**src/rtl/stepctl_pkg.sv**
```systemverilog
package stepctl_pkg;

  typedef enum logic [1:0] {
    MODE_RUN     = 2'd0,
    MODE_STEP_GO = 2'd1,
    MODE_HALT    = 2'd2
  } stepState_t;

  typedef struct packed {
    logic rdyRaise;
    logic rdyDrop;
    logic armSet;
    logic armClr;
  } stepStrobe_t;

endpackage

```
**src/rtl/stepctl_datapath.sv**
```systemverilog
module stepctl_datapath
  import stepctl_pkg::*;
(
  input  logic        clk,
  input  logic        rstN,
  input  logic        ph2,
  input  logic        stepReq,
  input  stepStrobe_t strobe,
  output logic        rdy,
  output logic        armed,
  output logic        ph2Fall,
  output logic        stepPulse
);

  logic rdyQ;
  logic armedQ;
  logic stepPrev;
  logic ph2Prev;

  always_ff @(posedge clk or negedge rstN) begin
    if (!rstN) begin
      rdyQ     <= 1'b1;
      armedQ   <= 1'b0;
      stepPrev <= 1'b0;
      ph2Prev  <= 1'b0;
    end else begin
      stepPrev <= stepReq;
      ph2Prev  <= ph2;
      if (strobe.rdyDrop)       rdyQ <= 1'b0;
      else if (strobe.rdyRaise) rdyQ <= 1'b1;
      if (strobe.armClr)        armedQ <= 1'b0;
      else if (strobe.armSet)   armedQ <= 1'b1;
    end
  end

  assign stepPulse = stepReq & ~stepPrev;
  assign ph2Fall   = ph2Prev & ~ph2;
  assign rdy       = rdyQ;
  assign armed     = armedQ;

  // a drop only happens once the halt has been armed
  assert_drop_needs_arm_R6: assert property (@(posedge clk) disable iff (!rstN)
    strobe.rdyDrop |-> armedQ);

endmodule

```
**src/rtl/stepctl_fsm.sv**
```systemverilog
module stepctl_fsm
  import stepctl_pkg::*;
(
  input  logic        clk,
  input  logic        rstN,
  input  logic        stepMode,
  input  logic        sync,
  input  logic        ph2,
  input  logic        armed,
  input  logic        ph2Fall,
  input  logic        stepPulse,
  output stepStrobe_t strobe,
  output logic        halted
);

  stepState_t state;
  stepState_t stateNxt;

  always_ff @(posedge clk or negedge rstN) begin
    if (!rstN) state <= MODE_RUN;
    else       state <= stateNxt;
  end

  always_comb begin
    stateNxt = state;
    strobe   = '0;
    case (state)
      MODE_RUN: begin
        if (stepMode) begin
          stateNxt      = MODE_STEP_GO;
          strobe.armSet = 1'b1;
        end
      end
      MODE_STEP_GO: begin
        if (!stepMode) begin
          stateNxt = MODE_RUN;
        end else if (armed && sync && !ph2) begin
          stateNxt       = MODE_HALT;
          strobe.rdyDrop = 1'b1;
        end else if (ph2Fall) begin
          strobe.armSet = 1'b1;
        end
      end
      MODE_HALT: begin
        if (!stepMode) begin
          stateNxt        = MODE_RUN;
          strobe.rdyRaise = 1'b1;
        end else if (stepPulse) begin
          stateNxt        = MODE_STEP_GO;
          strobe.rdyRaise = 1'b1;
          strobe.armClr   = 1'b1;
        end
      end
      default: stateNxt = MODE_RUN;
    endcase
  end

  assign halted = (state == MODE_HALT);

  // the halt state is entered only from a sampled fetch in the low phase
  assert_halt_entry_R4: assert property (@(posedge clk) disable iff (!rstN)
    (stateNxt == MODE_HALT && state != MODE_HALT) |-> (sync && !ph2));

  assert_strobe_excl_R8: assert property (@(posedge clk) disable iff (!rstN)
    !(strobe.rdyRaise && strobe.rdyDrop));

endmodule

```
**src/rtl/instr_step_ctrl.sv**
```systemverilog
module instr_step_ctrl
  import stepctl_pkg::*;
(
  input  logic clk,
  input  logic rstN,
  input  logic ph2,
  input  logic sync,
  input  logic stepReq,
  input  logic stepMode,
  output logic rdy,
  output logic halted
);

  stepStrobe_t strobe;
  logic        armed;
  logic        ph2Fall;
  logic        stepPulse;

  stepctl_fsm uFsm (
    .clk       (clk),
    .rstN      (rstN),
    .stepMode  (stepMode),
    .sync      (sync),
    .ph2       (ph2),
    .armed     (armed),
    .ph2Fall   (ph2Fall),
    .stepPulse (stepPulse),
    .strobe    (strobe),
    .halted    (halted)
  );

  stepctl_datapath uDp (
    .clk       (clk),
    .rstN      (rstN),
    .ph2       (ph2),
    .stepReq   (stepReq),
    .strobe    (strobe),
    .rdy       (rdy),
    .armed     (armed),
    .ph2Fall   (ph2Fall),
    .stepPulse (stepPulse)
  );

  assert_reset_state_R1: assert property (@(posedge clk)
    !rstN |=> (rdy && !halted));

  assert_run_mode_R2: assert property (@(posedge clk) disable iff (!rstN)
    !stepMode |=> rdy);

  assert_fall_in_low_R4: assert property (@(posedge clk) disable iff (!rstN)
    $fell(rdy) |-> (!$past(ph2) && $past(sync)));

  assert_release_on_press_R5: assert property (@(posedge clk) disable iff (!rstN)
    ($rose(rdy) && $past(stepMode)) |-> $past(stepPulse));

  assert_flag_matches_R8: assert property (@(posedge clk) disable iff (!rstN)
    halted == !rdy);

endmodule

```
**config.mk**
```make
export PLATFORM = sky130hd
export DESIGN_NAME = instr_step_ctrl
export DESIGN_NICKNAME = d
export VERILOG_FILES = /design/src/rtl/stepctl_pkg.sv /design/src/rtl/stepctl_datapath.sv /design/src/rtl/stepctl_fsm.sv /design/src/rtl/instr_step_ctrl.sv
export SDC_FILE = /design/constraint.sdc
export NUM_CORES = 1
export LEC_CHECK = 0
export ABC_AREA = 0
export BUFFER_PORTS_ARGS = -buffer_cell sky130_fd_sc_hd__buf_2
export CAP_MARGIN = 20
export CORE_AREA = 4 4 41 43
export CTS_CLUSTER_DIAMETER = 50
export DETAILED_ROUTE_END_ITERATION = 8
export DIE_AREA = 0 0 45 47
export PLACE_DENSITY = 0.47
export SETUP_SLACK_MARGIN = 0.4
export SKIP_CTS_REPAIR_TIMING = 1
export SLEW_MARGIN = 20
export SYNTH_ARGS = -nofsm -noshare
export SYNTH_HDL_FRONTEND = slang
export SYNTH_SLANG_ARGS = --single-unit
export TNS_END_PERCENT = 30
```
**constraint.sdc**
```tcl
create_clock -name clk -period 1.3 [get_ports clk]
set_input_delay 0.13 -clock clk [delete_from_list [all_inputs] [get_ports clk]]
set_output_delay 0.13 -clock clk [all_outputs]
set_load 0.1 [all_outputs]
```
==> results of run 1 <==
cells in the mapped netlist:
cell type / instances / share of area (%)
nand2_1: 1 / 1.4
o21ai_0: 1 / 1.9
dfrtp_1: 5 / 47
a21oi_1: 1 / 1.9
o22a_1: 1 / 3.3
a2bb2oi_1: 1 / 3.3
nand4bb_1: 1 / 4.3
and2b_4: 1 / 3.8
a21boi_1: 1 / 2.8
nand2b_1: 3 / 7.1
and4b_1: 1 / 3.8
nor2b_1: 1 / 2.4
a32o_1: 1 / 3.8
dfstp_2: 1 / 10
a21boi_0: 1 / 2.8
registers in the layout (all words and copies together), names as in the netlist:
| name | count |
|---|---|
| uDp.stepPrev | 1 |
| uDp.armed | 1 |
| uDp.rdy | 1 |
| uDp.ph2Prev | 1 |
| uFsm.state | 2 |
worst reg2reg max path: stages, from the launching register on:
cell      delay, ns
dfrtp_1        0.39
and4b_1        0.28
a21boi_2       0.07
o22a_1         0.20
cell type report:
cell class | count | area, sq um | area share [%]
repair buffers | 8 | 75.07 | 19.17
flip-flops and latches | 6 | 155.1 | 39.62
clock buffers | 4 | 26.28 | 6.709
well taps | 15 | 18.77 | 4.792
multi-input cells | 15 | 116.4 | 29.71
layout by cell type, fill, tap and decap left out:
master / netlist / layout
dlygate4sd3_1: 0 / 1
a21boi_0: 1 / 1
dfstp_4: 0 / 1
o22a_1: 1 / 1
nand2b_1: 3 / 3
nor2b_1: 1 / 1
nand4bb_1: 1 / 1
a2bb2oi_1: 1 / 1
and2b_4: 1 / 1
clkbuf_1: 0 / 1
a32o_1: 1 / 1
dfrtp_1: 5 / 5
nand2_1: 1 / 1
buf_12: 0 / 2
o21ai_0: 1 / 1
a21oi_1: 1 / 1
buf_2: 0 / 5
clkbuf_4: 0 / 3
and4b_1: 1 / 1
a21boi_2: 0 / 1
report_power, final:
part	switching (mW)	internal (mW)	leakage (nW)
combinational	0.0355	0.0317	0.0937
clock	0.0801	0.117	0.0150
sequential	0.00826	0.199	0.0690
total	0.124	0.347	0.178
stage by stage:
stage	total power, mW	std cells	area, sq um
2_1_floorplan	0.2462	21	271.5
3_3_place_gp	0.2745	43	355.3
3_5_place_dp	0.2758	43	355.3
4_1_cts	0.4833	47	381.6
5_1_grt	0.5035	48	391.6
6_report	0.4712	48	391.6
worst paths after layout:
check / startpoint / end / slack, ns
min reg2reg: uFsm.state[1]$_DFFE_PN0P_ / uDp.armed$_DFFE_PN0P_ / 0.52
max in group asynchronous: rstN / uDp.rdy$_DFFE_PN1P_ / 0.84
min: ph2 / uDp.ph2Prev$_DFF_PN0_ / 0.009
max reg2reg: uFsm.state[0]$_DFFE_PN0P_ / uDp.rdy$_DFFE_PN1P_ / 0.30
max: uFsm.state[0]$_DFFE_PN0P_ / halted / 0.06
min in group asynchronous: rstN / uDp.stepPrev$_DFF_PN0_ / 0.24
cell families (layout without fill, tap and decap cells):
| group | Yosys count | count (layout) | share of synthesized area (%) |
|---|---|---|---|
| AND/OR/NAND/NOR | 8 | 8 | 22.75 |
| buffers and inverters | 0 | 12 | 0 |
| flip-flops | 6 | 6 | 57.35 |
| AO/OA/AOI/OAI | 7 | 7 | 19.91 |
routing by layer:
layer | vias to the layer above | part of all wire [%]
met2 | 6 | 50
met4 | 0 | 3.4
met1 | 102 | 41
li1 | 104 | -
met5 | - | 0
met3 | 2 | 5.5
==> metrics, run 1 <==
status=completed; Crit path required time=1.17 ns; fin. max-slew vios=0; dpl ws=just over 0.3 ns; CP endpoint kind=output pin; Stages on worst setup path=2; relative slew slack=around nine tenths; Worst Path Max Fanout=5; Vias per Instance=4.458; Total Routing Usage GR=under 10%; H-Tree Level Count=1; Critical-path top delay cell=dfrtp_1; average cell area after synthesis=12.57 sq um; root buf cell=clkbuf_4; R2R depth=3; crit path DAT=around 1.1 ns; ANT cells=0; clock skew=between 0.001 and 0.0015 ns; Max Root-Sink Buffers=2; total die area=0.002115 sq mm; first-pass GRT wire length=979 um; aggregate global routing overflow=0; routability cong.=0.6817; routing usage on met3=3.831%; drt total wl=about 570 um; final setup vio count=0; power per cell area=between 1000 and 1500 mW/mm^2; Synth Instances=21; Startpoint Class=flip-flop; GRT busiest layer=met2; M1 GR Usage=approximately 6.3%; drt first pass iters=2; die width=45 um; initial DRC count=5; later-pin clock latency in the skew report=0.25 ns; largest net degree at the start of global routing=8; clock slew at reported path FFs=0.05 ns; final worst setup slack=0.06108 ns; Seq cells post-synth=6; Fmax=between 800 and 900 MHz; Synth Cell Area=264.0 sq um; initial antenna violation count=0; Critical Path Max Stage Delay=0.41 ns; Antenna Violating Nets Remaining=0; Fillers=144; # rows=13; Final nets=40; CORE AREA=0.001301 sq mm; slew of the pin with the lowest slew margin=between 0.15 and 0.2 ns; WHS=0.008525 ns; Fin. Hold Viols=0; worst path cell trace=and2b_4, buf_12; port bufs=7; Top delay family on crit path=flip-flops; unrepaired setup endpoints after global routing=true; Ys Warns=0; Final TNS setup=0 ns; CTS tree=yes; count of different cell masters after synthesis=15; Die Y=47 um; vias in the first global route=234; Period Utilization, post-route=95.30%; initial core utilization=between 20% and 30%; crit path time final=1.239 ns; static leakage=0.1777 nW; CTS buffer count=3; Routed wire per std cell=11.77 um; hold path depth=1; layout cells sized above 1=between 30% and 40%; Seq/Total Area, Yosys=57.35%; Num Clock Sinks=6; GRT met2 Usage=10.73%; final core area utilization=30.10%; WS Path Type=reg2out; Residual DRC=0; vias=214; Max VDD drop=0.0003644 V; Ports=8; max-cap violations=0; Hold WC Path Type=in2reg; Critical path buffers and inverters=1; Mapped Nets=27; area grow syn2layout=48.34%
Note: power is estimated with default switching activity, not from simulation.
==> run 2: changes to the inputs <==
--- a/config.mk
+++ b/config.mk
@@ -13,6 +13,7 @@
 export DETAILED_ROUTE_END_ITERATION = 8
 export DIE_AREA = 0 0 45 47
 export PLACE_DENSITY = 0.47
+export RECOVER_POWER = 100
 export SETUP_SLACK_MARGIN = 0.4
 export SKIP_CTS_REPAIR_TIMING = 1
 export SLEW_MARGIN = 20
==> run 2 against run 1 <==
Sequential cell count unchanged; register-to-register slack got worse by 0.03 ns; count of clock-buffer cells in the layout unchanged; cell count did not move; core utilization decreased by 1.3 points; critical path type unchanged; critical endpoint unchanged; largest power group unchanged; highest routed layer unchanged.
==> metrics, run 2 (synthesis gave the netlist of run 1 again) <==
Net Sw Frac=between 20% and 30%; Max Root-Sink Buffers=2; largest net degree at the start of global routing=8; Sw Pwr=123.7 uW; vias=~220; Period Utilization, post-route=95.30%; CTS tree=yes; Clk pwr share=42.4%; internal power=343.2 uW; ANT cells=0; crit path DAT=~1.1 ns; power per cell area=between 1000 and 1500 mW/mm^2; initial DRC count=5; Worst Path Max Fanout=5; CTS buffer count=3; final worst setup slack=0.06109 ns; routability cong.=between 0.6 and 0.7; commonest cells after routing, fill and taps aside=dfrtp_1, clkbuf_1, nand2b_1, clkbuf_4; sequential power share=approximately 44%; clock skew=0.001597 ns; Hold WC Path Type=in2reg; Die Y=47 um; initial antenna violation count=0; RR Endpoint=uDp.rdy$_DFFE_PN1P_; largest register by flop count=uFsm.state; Routed wire per std cell=approximately 12 um; vias in the first global route=around 230; later-pin clock latency in the skew report=around 0.25 ns; WS Path Type=reg2out; root buf cell=clkbuf_4; Layout Cells excl Fill=48; Combinational Power Share=a little over an eighth; CORE AREA=between 0.001 and 0.0015 sq mm; Total Routing Usage GR=7.154%; final setup vio count=0; Fmax=807.2 MHz; Fillers=148; Startpoint Class=flip-flop; drt first pass iters=3; Critical R2R Launch=uFsm.state[0]$_DFFE_PN0P_; CP Capture Point=halted; Num Clock Sinks=6; fin. max-slew vios=0; relative slew slack=between 70% and 80%; layout cells sized above 1=27.27%; Fin. Hold Viols=0; Final nets=40; total die area=0.002115 sq mm; Ports=8; crit path time final=1.239 ns; H-Tree Level Count=1; # rows=13; R2R depth=3; dpl ws=0.3064 ns; Residual DRC=0; most common cell after layout, fill and taps aside=dfrtp_1; Max VDD drop=0.0003618 V; Crit path required time=1.17 ns; aggregate global routing overflow=0; Worst Setup SP=uFsm.state[0]$_DFFE_PN0P_; static leakage=0.1659 nW; drt total wl=579 um; WHS=0.01939 ns; max-cap violations=0; status=completed; unrepaired setup endpoints after global routing=true; clock slew at reported path FFs=0.05 ns; Post-Place Cells=43; max reg flops=2; Vias per Instance=4.500; Final TNS setup=0 ns; die width=~45 um; Antenna Violating Nets Remaining=0; CP endpoint kind=output pin; reg2reg setup slack=around 0.27 ns; area grow syn2layout=42.18%; slew of the pin with the lowest slew margin=0.3600 ns; initial core utilization=20.29%; port bufs=7; first-pass GRT wire length=979 um
[run 2: cell types whose count changed in the layout (fill, tap and decap cells not counted), sizes merged]
cell    change
buf         -3
clkbuf      +3
[run 2: power by group through the flow]
stage          Combinational (mW)  Clock [mW]  Sequential (mW)
2_1_floorplan              0.0297           0            0.216
3_3_place_gp               0.0657           0            0.209
3_5_place_dp               0.0658           0            0.210
4_1_cts                    0.0664       0.210            0.207
5_1_grt                    0.0689       0.222            0.207
6_report                   0.0626       0.198            0.206
[run 2: layer usage]
metal / vias to the layer above / track usage (%) / routed length (um)
li1: 104 / - / -
met1: 104 / 6.250 / 246
met2: 6 / 10.73 / 280
met3: 2 / 3.831 / 33
met4: 0 / 8.772 / 19
met5: - / 0 / 0
[run 2: how the worst min path moves through the flow]
stage,startpoint,to,cells after the start,slack [ns]
finish,ph2,uDp.ph2Prev$_DFF_PN0_,1,0.02
global route,stepReq,uDp.stepPrev$_DFF_PN0_,1,0.02
CTS,rstN,uDp.stepPrev$_DFF_PN0_,1,-0.31
detailed placement,rstN,uDp.armed$_DFFE_PN0P_,1,-0.03
global placement,rstN,uDp.armed$_DFFE_PN0P_,1,-0.04
floorplan,rstN,uDp.armed$_DFFE_PN0P_,0,-0.17
[run 2: area by class of cell]
type	count	area, sq um	share of cell area, %
Clock buffer	4	26.28	7.000
Multi-Input combinational cell	15	112.6	30.00
Sequential cell	6	155.1	41.33
Tap cell	15	18.77	5.000
Timing Repair Buffer	8	62.56	16.67
[run 2: critical path, cell delays in order (launching register included)]
cell	delay (ns)
dfrtp_1	0.41
and2b_4	0.28
buf_12	0.17
[run 2: metrics by stage]
step	cell area [sq um]	total power [mW]	utilization [%]
4_1_cts	381.6	0.4833	29.33
2_1_floorplan	271.5	0.2462	-
5_1_grt	375.4	0.4982	28.85
3_5_place_dp	355.3	0.2758	27.31
3_3_place_gp	355.3	0.2745	27.31
6_report	375.4	0.4669	28.85
==> run 3: changes to the inputs <==
--- a/config.mk
+++ b/config.mk
@@ -9,6 +9,7 @@
 export BUFFER_PORTS_ARGS = -buffer_cell sky130_fd_sc_hd__buf_2
 export CAP_MARGIN = 20
 export CORE_AREA = 4 4 41 43
+export CTS_BUF_LIST = sky130_fd_sc_hd__clkbuf_4 sky130_fd_sc_hd__clkbuf_8
 export CTS_CLUSTER_DIAMETER = 50
 export DETAILED_ROUTE_END_ITERATION = 8
 export DIE_AREA = 0 0 45 47
==> run 3 against run 2 <==
Setup slack better by 0.00081 ns; combinational power is 0.8% lower; register-to-register slack hardly changed; sequential power hardly changed; largest power group is now clock; die area stayed put; highest routed layer unchanged; sequential share of layout area is 0.41 points lower; critical path depth stayed put; wire length is 4.0% lower.
==> metrics, run 3 (synthesis gave the netlist of run 1 again) <==
status=completed; Die Y=47 um; area taken by multi-input logic gates=around 110 sq um; initial core utilization=20.29%; sequential power share=42.2%; Sw Pwr=between 100 and 150 uW; Num Clock Sinks=6; static leakage=roughly 0.17 nW; CP endpoint kind=output pin; vias in the first global route=225; WS Path Type=reg2out; Critical Path Max Stage Delay=a little over 0.4 ns; power per cell area=1288 mW/mm^2; drt total wl=556 um; final worst setup slack=approximately 0.062 ns; port bufs=7; Ports=8; Period Utilization, post-route=95.24%; CORE AREA=0.001301 sq mm; max-cap violations=0; largest register by flop count=uFsm.state; final setup vio count=0; worst path cell trace=and2b_4, buf_12; Post-DP Area=about 360 sq um; ANT cells=0; Hold WC Path Type=in2reg; Residual DRC=0; routability cong.=0.6817; commonest cells after routing, fill and taps aside=dfrtp_1, clkbuf_4, nand2b_1, clkbuf_1; layout cells sized above 1=30.30%; most common cell after layout, fill and taps aside=dfrtp_1; Clk pwr share=45.1%; max reg flops=2; Fin. Hold Viols=0; crit path DAT=1.11 ns; dpl ws=approximately 0.31 ns; root buf cell=clkbuf_4; clock slew at reported path FFs=0.05 ns; H-Tree Level Count=1; Antenna Violating Nets Remaining=0; crit path time final=1.238 ns; Net Sw Frac=25.47%; Crit path required time=1.17 ns; CTS buffer count=3; Final TNS setup=0 ns; initial DRC count=0; largest net degree at the start of global routing=8; Combinational Power Share=12.7%; Fmax=807.7 MHz; fin. max-slew vios=0; Worst Path Max Fanout=5; initial antenna violation count=0; sequential cell area=155.1 sq um; Final nets=40; Max Root-Sink Buffers=2; Routed wire per std cell=11.58 um; Startpoint Class=flip-flop; clock skew=around 0.0031 ns; slew of the pin with the lowest slew margin=0.3358 ns; CTS tree=yes; area grow syn2layout=43.60%; Fillers=146; post-layout instance area=379.1 sq um; Max VDD drop=0.0003235 V; # rows=13; drt first pass iters=1; die width=about 45 um; Vias per Instance=4.458; relative slew slack=roughly 78%; vias=between 200 and 250; Critical-path top delay cell=dfrtp_1; Total Routing Usage GR=under 10%; first-pass GRT wire length=about 920 um; later-pin clock latency in the skew report=between 0.2 and 0.3 ns; aggregate global routing overflow=0; unrepaired setup endpoints after global routing=true; internal power=364.1 uW; total die area=0.002115 sq mm
run 3: cell counts in the layout (fill, tap and decap cells not counted):
No cell type changed its count.
run 3: metal layers:
metal | part of all wire [%] | up-vias | track usage, % | wire length [um]
li1 | - | 105 | - | -
met1 | 45 | 101 | 6.250 | 248
met2 | 46 | 6 | 9.605 | 257
met3 | 5.6 | 2 | 3.831 | 31
met4 | 3.4 | 0 | 8.772 | 19
met5 | 0 | - | 0 | 0
run 3: layout make-up:
class                      instances  share of cell area (%)
tap                               15                   4.950
multi-input combinational         15                   29.70
clock buffer                       4                   7.921
timing repair buffer               8                   16.50
sequential                         6                   40.92
run 3: path summary, 6_finish.rpt:
path                                           start                     end  slack [ns]  depth (start not counted)
setup reg to reg           uFsm.state[0]$_DFFE_PN0P_     uDp.rdy$_DFFE_PN1P_        0.28                          3
min in group asynchronous                       rstN  uDp.stepPrev$_DFF_PN0_        0.29                          2
max in group asynchronous                       rstN     uDp.rdy$_DFFE_PN1P_        0.72                          2
hold / removal                                   ph2   uDp.ph2Prev$_DFF_PN0_        0.02                          1
hold reg to reg            uFsm.state[1]$_DFFE_PN0P_   uDp.armed$_DFFE_PN0P_        0.52                          1
setup / recovery           uFsm.state[0]$_DFFE_PN0P_                  halted        0.06                          2
run 3: through the flow:
stage	hold slack (ns)	total power [mW]	util, %	instances
after floorplan	-0.1656	0.2462	-	21
after global placement	-0.03709	0.2745	27.31	43
after detailed placement	-0.03473	0.2758	27.31	43
after CTS	-0.3116	0.5022	29.62	47
after global routing	0.02212	0.5172	29.13	48
final	0.01924	0.4885	29.13	48
run 3: power by group through the flow:
stage	registers (mW)	logic, mW	clock network [mW]
5_1_grt	0.207	0.0686	0.241
6_report	0.206	0.0621	0.220
4_1_cts	0.207	0.0662	0.229
3_3_place_gp	0.209	0.0657	0
3_5_place_dp	0.210	0.0658	0
2_1_floorplan	0.216	0.0297	0
run 3: critical path, delay by kind of cell, from the launching register on:
kind	cells	cell delay, ns
DFF	1	0.41
buffers and inverters	1	0.17
and+or+nand+nor	1	0.28
